$ cat config.mk
export PLATFORM = sky130hd
export DESIGN_NAME = vec_agen
export DESIGN_NICKNAME = d
export VERILOG_FILES = /design/src/rtl/vec_agen_pkg.sv /design/src/rtl/vec_agen_seq.sv /design/src/rtl/vec_agen_stride.sv /design/src/rtl/vec_agen_ext.sv /design/src/rtl/vec_agen.sv
export SDC_FILE = /design/constraint.sdc
export NUM_CORES = 1
export LEC_CHECK = 0
export BUFFER_PORTS_ARGS = -buffer_cell sky130_fd_sc_hd__buf_2
export CAP_MARGIN = 10
export CORE_ASPECT_RATIO = 0.9
export CORE_UTILIZATION = 45
export DETAILED_ROUTE_END_ITERATION = 12
export GPL_TIMING_DRIVEN = 0
export PLACE_DENSITY = 0.65
export SYNTH_ARGS = -nofsm -noshare
export SYNTH_HDL_FRONTEND = slang
export SYNTH_SLANG_ARGS = --single-unit
$ cat constraint.sdc
create_clock -name clk -period 5.6 [get_ports clk]
set_input_delay 1.4 -clock clk [delete_from_list [all_inputs] [get_ports clk]]
set_output_delay 1.4 -clock clk [all_outputs]
set_load 0.05 [all_outputs]
$ cat src/rtl/vec_agen_pkg.sv
package vec_agen_pkg;
  localparam int NUM_EW = 4;

  typedef enum logic [1:0] {
    ST_IDLE  = 2'd0,
    ST_RUN   = 2'd1,
    ST_DRAIN = 2'd2
  } seq_state_t;

  typedef struct packed {
    logic       idx_mode;
    logic       elem_mode;
    logic       vec_base;
    logic       ew_ovr;
    logic [1:0] ew_sel;
    logic       off_signed;
  } agen_cfg_t;
endpackage

$ cat src/rtl/vec_agen_seq.sv
module vec_agen_seq
  import vec_agen_pkg::*;
#(
  parameter int CNT_W = 8
) (
  input  logic             clk,
  input  logic             rst,
  input  logic             start,
  input  logic [CNT_W-1:0] count,
  input  logic             adv,
  input  logic             fire,
  input  logic             out_last,
  output logic             accept,
  output logic             issue,
  output logic             issue_last,
  output logic [CNT_W-1:0] idx,
  output logic             busy,
  output logic             done
);
  seq_state_t       state;
  logic [CNT_W-1:0] cnt_l;

  assign accept     = start && (state == ST_IDLE);
  assign issue      = (state == ST_RUN) && adv;
  assign issue_last = issue && (idx == cnt_l - CNT_W'(1));
  assign busy       = (state != ST_IDLE);

  always_ff @(posedge clk) begin
    if (rst) begin
      state <= ST_IDLE;
      idx   <= '0;
      cnt_l <= '0;
      done  <= 1'b0;
    end else begin
      done <= 1'b0;
      case (state)
        ST_IDLE: begin
          if (start) begin
            cnt_l <= count;
            idx   <= '0;
            if (count == '0) done  <= 1'b1;
            else             state <= ST_RUN;
          end
        end
        ST_RUN: begin
          if (issue) begin
            idx <= idx + CNT_W'(1);
            if (issue_last) state <= ST_DRAIN;
          end
        end
        ST_DRAIN: begin
          if (fire && out_last) begin
            state <= ST_IDLE;
            done  <= 1'b1;
          end
        end
        default: state <= ST_IDLE;
      endcase
    end
  end

  a_r7_idx_in_range: assert property (@(posedge clk) disable iff (rst)
    (state == ST_RUN) |-> (idx < cnt_l));
  a_r9_done_single: assert property (@(posedge clk) disable iff (rst)
    done |=> !done);
  a_r9_idle_at_done: assert property (@(posedge clk) disable iff (rst)
    done |-> !busy);
  a_r10_empty_run: assert property (@(posedge clk) disable iff (rst)
    (accept && count == '0) |=> (done && !busy));
  a_r11_start_ignored: assert property (@(posedge clk) disable iff (rst)
    (busy && start) |=> (cnt_l == $past(cnt_l)));
endmodule

$ cat src/rtl/vec_agen_stride.sv
module vec_agen_stride #(
  parameter int W     = 64,
  parameter int IMM_W = 16,
  parameter int OPW_W = 4
) (
  input  logic             clk,
  input  logic             rst,
  input  logic             load,
  input  logic             elem_mode,
  input  logic [IMM_W-1:0] imm,
  input  logic [OPW_W-1:0] op_bytes,
  input  logic             step_en,
  output logic [W-1:0]     ofs
);
  logic [W-1:0] step;
  logic [W-1:0] acc;

  always_ff @(posedge clk) begin
    if (rst) begin
      step <= '0;
      acc  <= '0;
    end else if (load) begin
      step <= elem_mode ? {{(W-IMM_W){imm[IMM_W-1]}}, imm}
                        : {{(W-OPW_W){1'b0}}, op_bytes};
      acc  <= '0;
    end else if (step_en) begin
      acc <= acc + step;
    end
  end

  assign ofs = acc;
endmodule

$ cat src/rtl/vec_agen_ext.sv
module vec_agen_ext
  import vec_agen_pkg::*;
#(
  parameter int W = 64
) (
  input  logic [W-1:0] val,
  input  logic         ovr,
  input  logic [1:0]   sel,
  input  logic         sgn,
  output logic [W-1:0] res
);
  logic [W-1:0] narrow [NUM_EW];

  for (genvar k = 0; k < NUM_EW; k++) begin : g_ew
    localparam int EW = 8 << k;
    if (EW < W) begin : g_cut
      assign narrow[k] = {{(W-EW){sgn & val[EW-1]}}, val[EW-1:0]};
    end else begin : g_full
      assign narrow[k] = val;
    end
  end

  assign res = ovr ? narrow[sel] : val;
endmodule

$ cat src/rtl/vec_agen.sv
module vec_agen
  import vec_agen_pkg::*;
#(
  parameter int ADDR_W = 64,
  parameter int CNT_W  = 8,
  parameter int IMM_W  = 16,
  parameter int OPW_W  = 4
) (
  input  logic              clk,
  input  logic              rst,
  input  logic              start,
  input  logic [CNT_W-1:0]  count,
  input  logic [1:0]        mode,
  input  logic [ADDR_W-1:0] base,
  input  logic [IMM_W-1:0]  imm,
  input  logic [ADDR_W-1:0] offs,
  input  logic [OPW_W-1:0]  op_bytes,
  input  logic              ew_ovr,
  input  logic [1:0]        ew_sel,
  input  logic              off_signed,
  input  logic              vec_base,
  output logic [CNT_W-1:0]  rf_idx,
  input  logic [ADDR_W-1:0] rf_data,
  output logic              busy,
  output logic              addr_valid,
  input  logic              addr_ready,
  output logic [ADDR_W-1:0] addr,
  output logic              done
);
  agen_cfg_t         cfg_q;
  logic [ADDR_W-1:0] base_q;
  logic [ADDR_W-1:0] offs_q;
  logic              last_q;
  logic              accept, issue, issue_last, adv, fire;
  logic [CNT_W-1:0]  idx;
  logic [ADDR_W-1:0] stride_ofs;
  logic [ADDR_W-1:0] idx_ofs_raw, idx_ofs, sum_base, addr_next;

  assign adv  = !addr_valid || addr_ready;
  assign fire = addr_valid && addr_ready;

  vec_agen_seq #(.CNT_W(CNT_W)) u_seq (
    .clk(clk), .rst(rst), .start(start), .count(count),
    .adv(adv), .fire(fire), .out_last(last_q),
    .accept(accept), .issue(issue), .issue_last(issue_last),
    .idx(idx), .busy(busy), .done(done)
  );

  vec_agen_stride #(.W(ADDR_W), .IMM_W(IMM_W), .OPW_W(OPW_W)) u_stride (
    .clk(clk), .rst(rst), .load(accept), .elem_mode(mode[0]),
    .imm(imm), .op_bytes(op_bytes), .step_en(issue), .ofs(stride_ofs)
  );

  always_ff @(posedge clk) begin
    if (rst) begin
      cfg_q  <= '0;
      base_q <= '0;
      offs_q <= '0;
    end else if (accept) begin
      cfg_q.idx_mode   <= mode[1];
      cfg_q.elem_mode  <= mode[0];
      cfg_q.vec_base   <= vec_base;
      cfg_q.ew_ovr     <= ew_ovr;
      cfg_q.ew_sel     <= ew_sel;
      cfg_q.off_signed <= off_signed;
      base_q           <= base;
      offs_q           <= offs;
    end
  end

  assign rf_idx      = idx;
  assign idx_ofs_raw = cfg_q.vec_base ? offs_q : rf_data;
  assign sum_base    = (cfg_q.idx_mode && cfg_q.vec_base) ? rf_data : base_q;

  vec_agen_ext #(.W(ADDR_W)) u_ext (
    .val(idx_ofs_raw), .ovr(cfg_q.ew_ovr), .sel(cfg_q.ew_sel),
    .sgn(cfg_q.off_signed), .res(idx_ofs)
  );

  assign addr_next = sum_base + (cfg_q.idx_mode ? idx_ofs : stride_ofs);

  always_ff @(posedge clk) begin
    if (rst) begin
      addr_valid <= 1'b0;
      addr       <= '0;
      last_q     <= 1'b0;
    end else if (issue) begin
      addr_valid <= 1'b1;
      addr       <= addr_next;
      last_q     <= issue_last;
    end else if (addr_ready) begin
      addr_valid <= 1'b0;
    end
  end

  a_r8_hold_on_stall: assert property (@(posedge clk) disable iff (rst)
    (addr_valid && !addr_ready) |=> (addr_valid && $stable(addr)));
  a_r8_no_bubble: assert property (@(posedge clk) disable iff (rst)
    (fire && !last_q && busy) |=> addr_valid);
  a_r9_done_after_last: assert property (@(posedge clk) disable iff (rst)
    (fire && last_q) |=> done);
  a_r10_no_output_idle: assert property (@(posedge clk) disable iff (rst)
    (!busy && !addr_valid) |=> !addr_valid);
endmodule

==> impl_metrics.ini <==
[critical_path]
ff2ff_path_depth = 16
end_kind = flop
cp.required_ns = 6.01
r2r_slack_ns = 0.16
crit_slowest_cell = clkbuf_1
max_stage_delay_ns = 0.54
cp.arrival_ns = 5.85
start_kind = flop
r2r_start = cfg_q[4]$_SDFFE_PP0P_
reg2reg_to = addr[56]$_SDFFE_PP0P_
worstPathCellList = clkbuf_2 > buf_2 > nand2_2 > clkbuf_1 > mux2_2 > ha_1 > o21ai_0 > a21oi_1 > o211ai_1 > a21boi_1 > a21oi_1 > o31ai_1 > o211a_1 > a31oi_1 > xnor2_1 > o21ai_0
crit_path_max_fanout = 10
worstSetupPathType = reg2reg

[detailed_routing]
drtPass1Iterations = 6
vias = 22000
route.detailed.wl_per_inst_um = 22.8
drc = 0
final_antenna_net_count = 0
wl_um = 84900
first_iter_violations = 2094
vias_per_cell = 5.92

[placed_design]
hpwl_um = 68200
gp_congestion = 0.990
port_buffers = 303

[global_routing]
grt_busiest_layer = met2
grt_overflow_total = 0
grt_use_total_pct = 35.6
use_met2_pct = 52.7
grt_pass1_vias = 20100
use_met1_pct = 52.2
grt_pass1_wl_um = 123000
met3_usage_pct = 6.24
grt_max_degree = 28
grt_antenna_before_repair = 6

[yosys]
ys_async_sr_fraction_pct = 0
synth_flop_cell = dfxtp_1
yosysWarnings = 0
syn_area_mm2 = 0.0204
syn_avg_cell_area_um2 = 7.41
ys_seq_area_share_pct = 29.4
synthDistinctLibCells = 80
synth-seq-cells = 299
synth_nets = 3111
synth_edf_count = 0
syn_inst = 2750

[clock_tree]
clock-sinks = 299
cts_buffers = 36
holdBufCountCts = 0
cts_tree = done
clk_latency_ns = 0.58
cts_max_path_buffers = 3
ctsRootBufferMaster = clkbuf_16
cts.reportedPaths.clkPinSlew_ns = 0.06
h-tree-depth = 2

[final_layout]
syn2layout_area_growth_pct = 17.6
fillers = 4494
nets = 3453
layout_commonest_cell = nand2_1
final_cell_mix = 558 x nand2_1, 386 x a21oi_1, 316 x buf_2
drive_above_1_share_pct = 15.5

[floorplan]
dieWidth_um = 226
start_util_pct = 45.9
io_pins = 306
rows = 73
die-area_mm2 = 0.0461
placeableCoreArea_mm2 = 0.0444
die_h_um = 204

[timing]
setup_viol = 0
clock_skew_ns = 0.0371
tightestPinTransition_ns = 1.21
finalHoldViolCount = 0
final_max_slew_viol_count = 0
min_period_ns = 5.44
fin_hold_ws_ns = 0.448
max-slew-margin-rel_pct = 19.1
finalSetupTns_ns = 0
fmax_mhz = 184
period_share_pct = 97.2

[run_status]
status = complete, no violations

[pwr]
p_per_area_mw_per_mm2 = 265
peakVddDrop_mv = 0.242
leakagePower_nw = 10.2

[hold_path]
worstHoldStart = addr[45]$_SDFFE_PP0P_
hold-path-endpoint = addr[45]$_SDFFE_PP0P_
hold_depth = 2
hold_class = reg2reg

[run]
maxCapViolCount = 0
## worst max path at each step
stage | start | to | slack [ns] | cells past startpoint
after global routing | cfg_q[4]$_SDFFE_PP0P_ | addr[63]$_SDFFE_PP0P_ | -0.003 | 17
after CTS | rf_data[7] | addr[63]$_SDFFE_PP0P_ | 0.02 | 18
after detailed placement | rf_data[7] | addr[63]$_SDFFE_PP0P_ | -1.08 | 18
after global placement | rf_data[7] | addr[63]$_SDFFE_PP0P_ | -1.05 | 18
final | cfg_q[4]$_SDFFE_PP0P_ | addr[56]$_SDFFE_PP0P_ | 0.16 | 16
after floorplan | rf_data[7] | addr[62]$_SDFFE_PP0P_ | 0.45 | 16
## what timing repair did
item | CTS | global route
hold endpoints to repair | 0 | 0
setup endpoints to repair | 37 | 11
buffers inserted | 0 | 1
gates resized for setup | 14 | 12
pin swaps | 1 | 1
## stage by stage
stage	total power [mW]	setup slack [ns]	cells	utilization, %	area, um2
finish	6.35	0.157	3720	54.0	24000
global route	6.57	-0.00268	3719	54.0	24000
CTS	6.34	0.0178	3717	53.9	23900
detailed placement	3.91	-1.08	3655	51.2	22700
global placement	3.88	-1.05	3653	51.0	22600
floorplan	3.34	0.450	2750	-	20400
## cells by family (layout without fill, tap and decap cells)
group / after synthesis / after routing / synth area share, %
muxes: 85 / 85 / 4.62
other: 0 / 3 / 0
adders and majority gates: 130 / 130 / 8.05
buffers and inverters: 276 / 643 / 5.19
xor gates and xnor gates: 117 / 117 / 5.03
and+or+nand+nor: 952 / 952 / 20.5
AOI/OAI and AO/OA: 891 / 891 / 27.3
DFF: 299 / 299 / 29.4
## state kept, by name, indices dropped and copies added, names as in the netlist
register / cells
u_stride.step: 16
base_q: 64
addr: 64
u_seq.done: 1
u_seq.state: 2
u_seq.idx: 8
addr_valid: 1
u_seq.cnt_l: 8
last_q: 1
u_stride.ofs: 64
cfg_q: 6
offs_q: 64
## report_power, final
part	switching [mW]	total [mW]	internal, mW	leakage [nW]
Sequential	0.0965	2.35	2.26	2.44
Clock	1.01	2.45	1.43	0.585
Combinational	1.07	1.55	0.487	7.14
## final cells by class
class	count	area, um2	share of cell area [%]
multi-input combinational	2175	13400	55.8
clock inverter	10	128	0.532
antenna	3	7.51	0.0313
timing repair buffer	306	1580	6.59
inverter	97	364	1.52
sequential	299	5990	25.0
buffer	177	713	2.97
clock buffer	53	1080	4.49
tap	600	751	3.13
## critical path, delay by kind of cell (launching register included)
family / cells / cell delay, ns
xor gates and xnor gates: 1 / 0.21
adders and majority gates: 1 / 0.36
AOI/OAI and AO/OA: 9 / 2.54
muxes: 1 / 0.42
DFF: 1 / 0.30
buffers and inverters: 3 / 1.06
and+or+nand+nor: 1 / 0.36
## synthesized netlist by cell type, types with 50 or more instances
cell type / number / area share (%)
a211oi_1: 81 / 3.0
a21o_1: 62 / 2.3
a21oi_1: 386 / 9.5
clkbuf_1: 152 / 2.8
dfxtp_1: 299 / 29
ha_1: 128 / 7.9
inv_1: 97 / 1.8
mux2_2: 63 / 3.5
nand2_1: 559 / 10
nand3_1: 51 / 1.3
nor2_1: 142 / 2.6
nor2b_1: 62 / 1.9
o21ai_0: 105 / 2.6
o22ai_1: 50 / 1.5
xnor2_1: 76 / 3.3
## per-layer routing
layer,wire length [um],vias to the layer above
met2,35500,983
li1,-,10400
met3,7850,135
met5,21,-
met1,39200,10500
met4,2250,4
(Power assumes the default switching activity.)
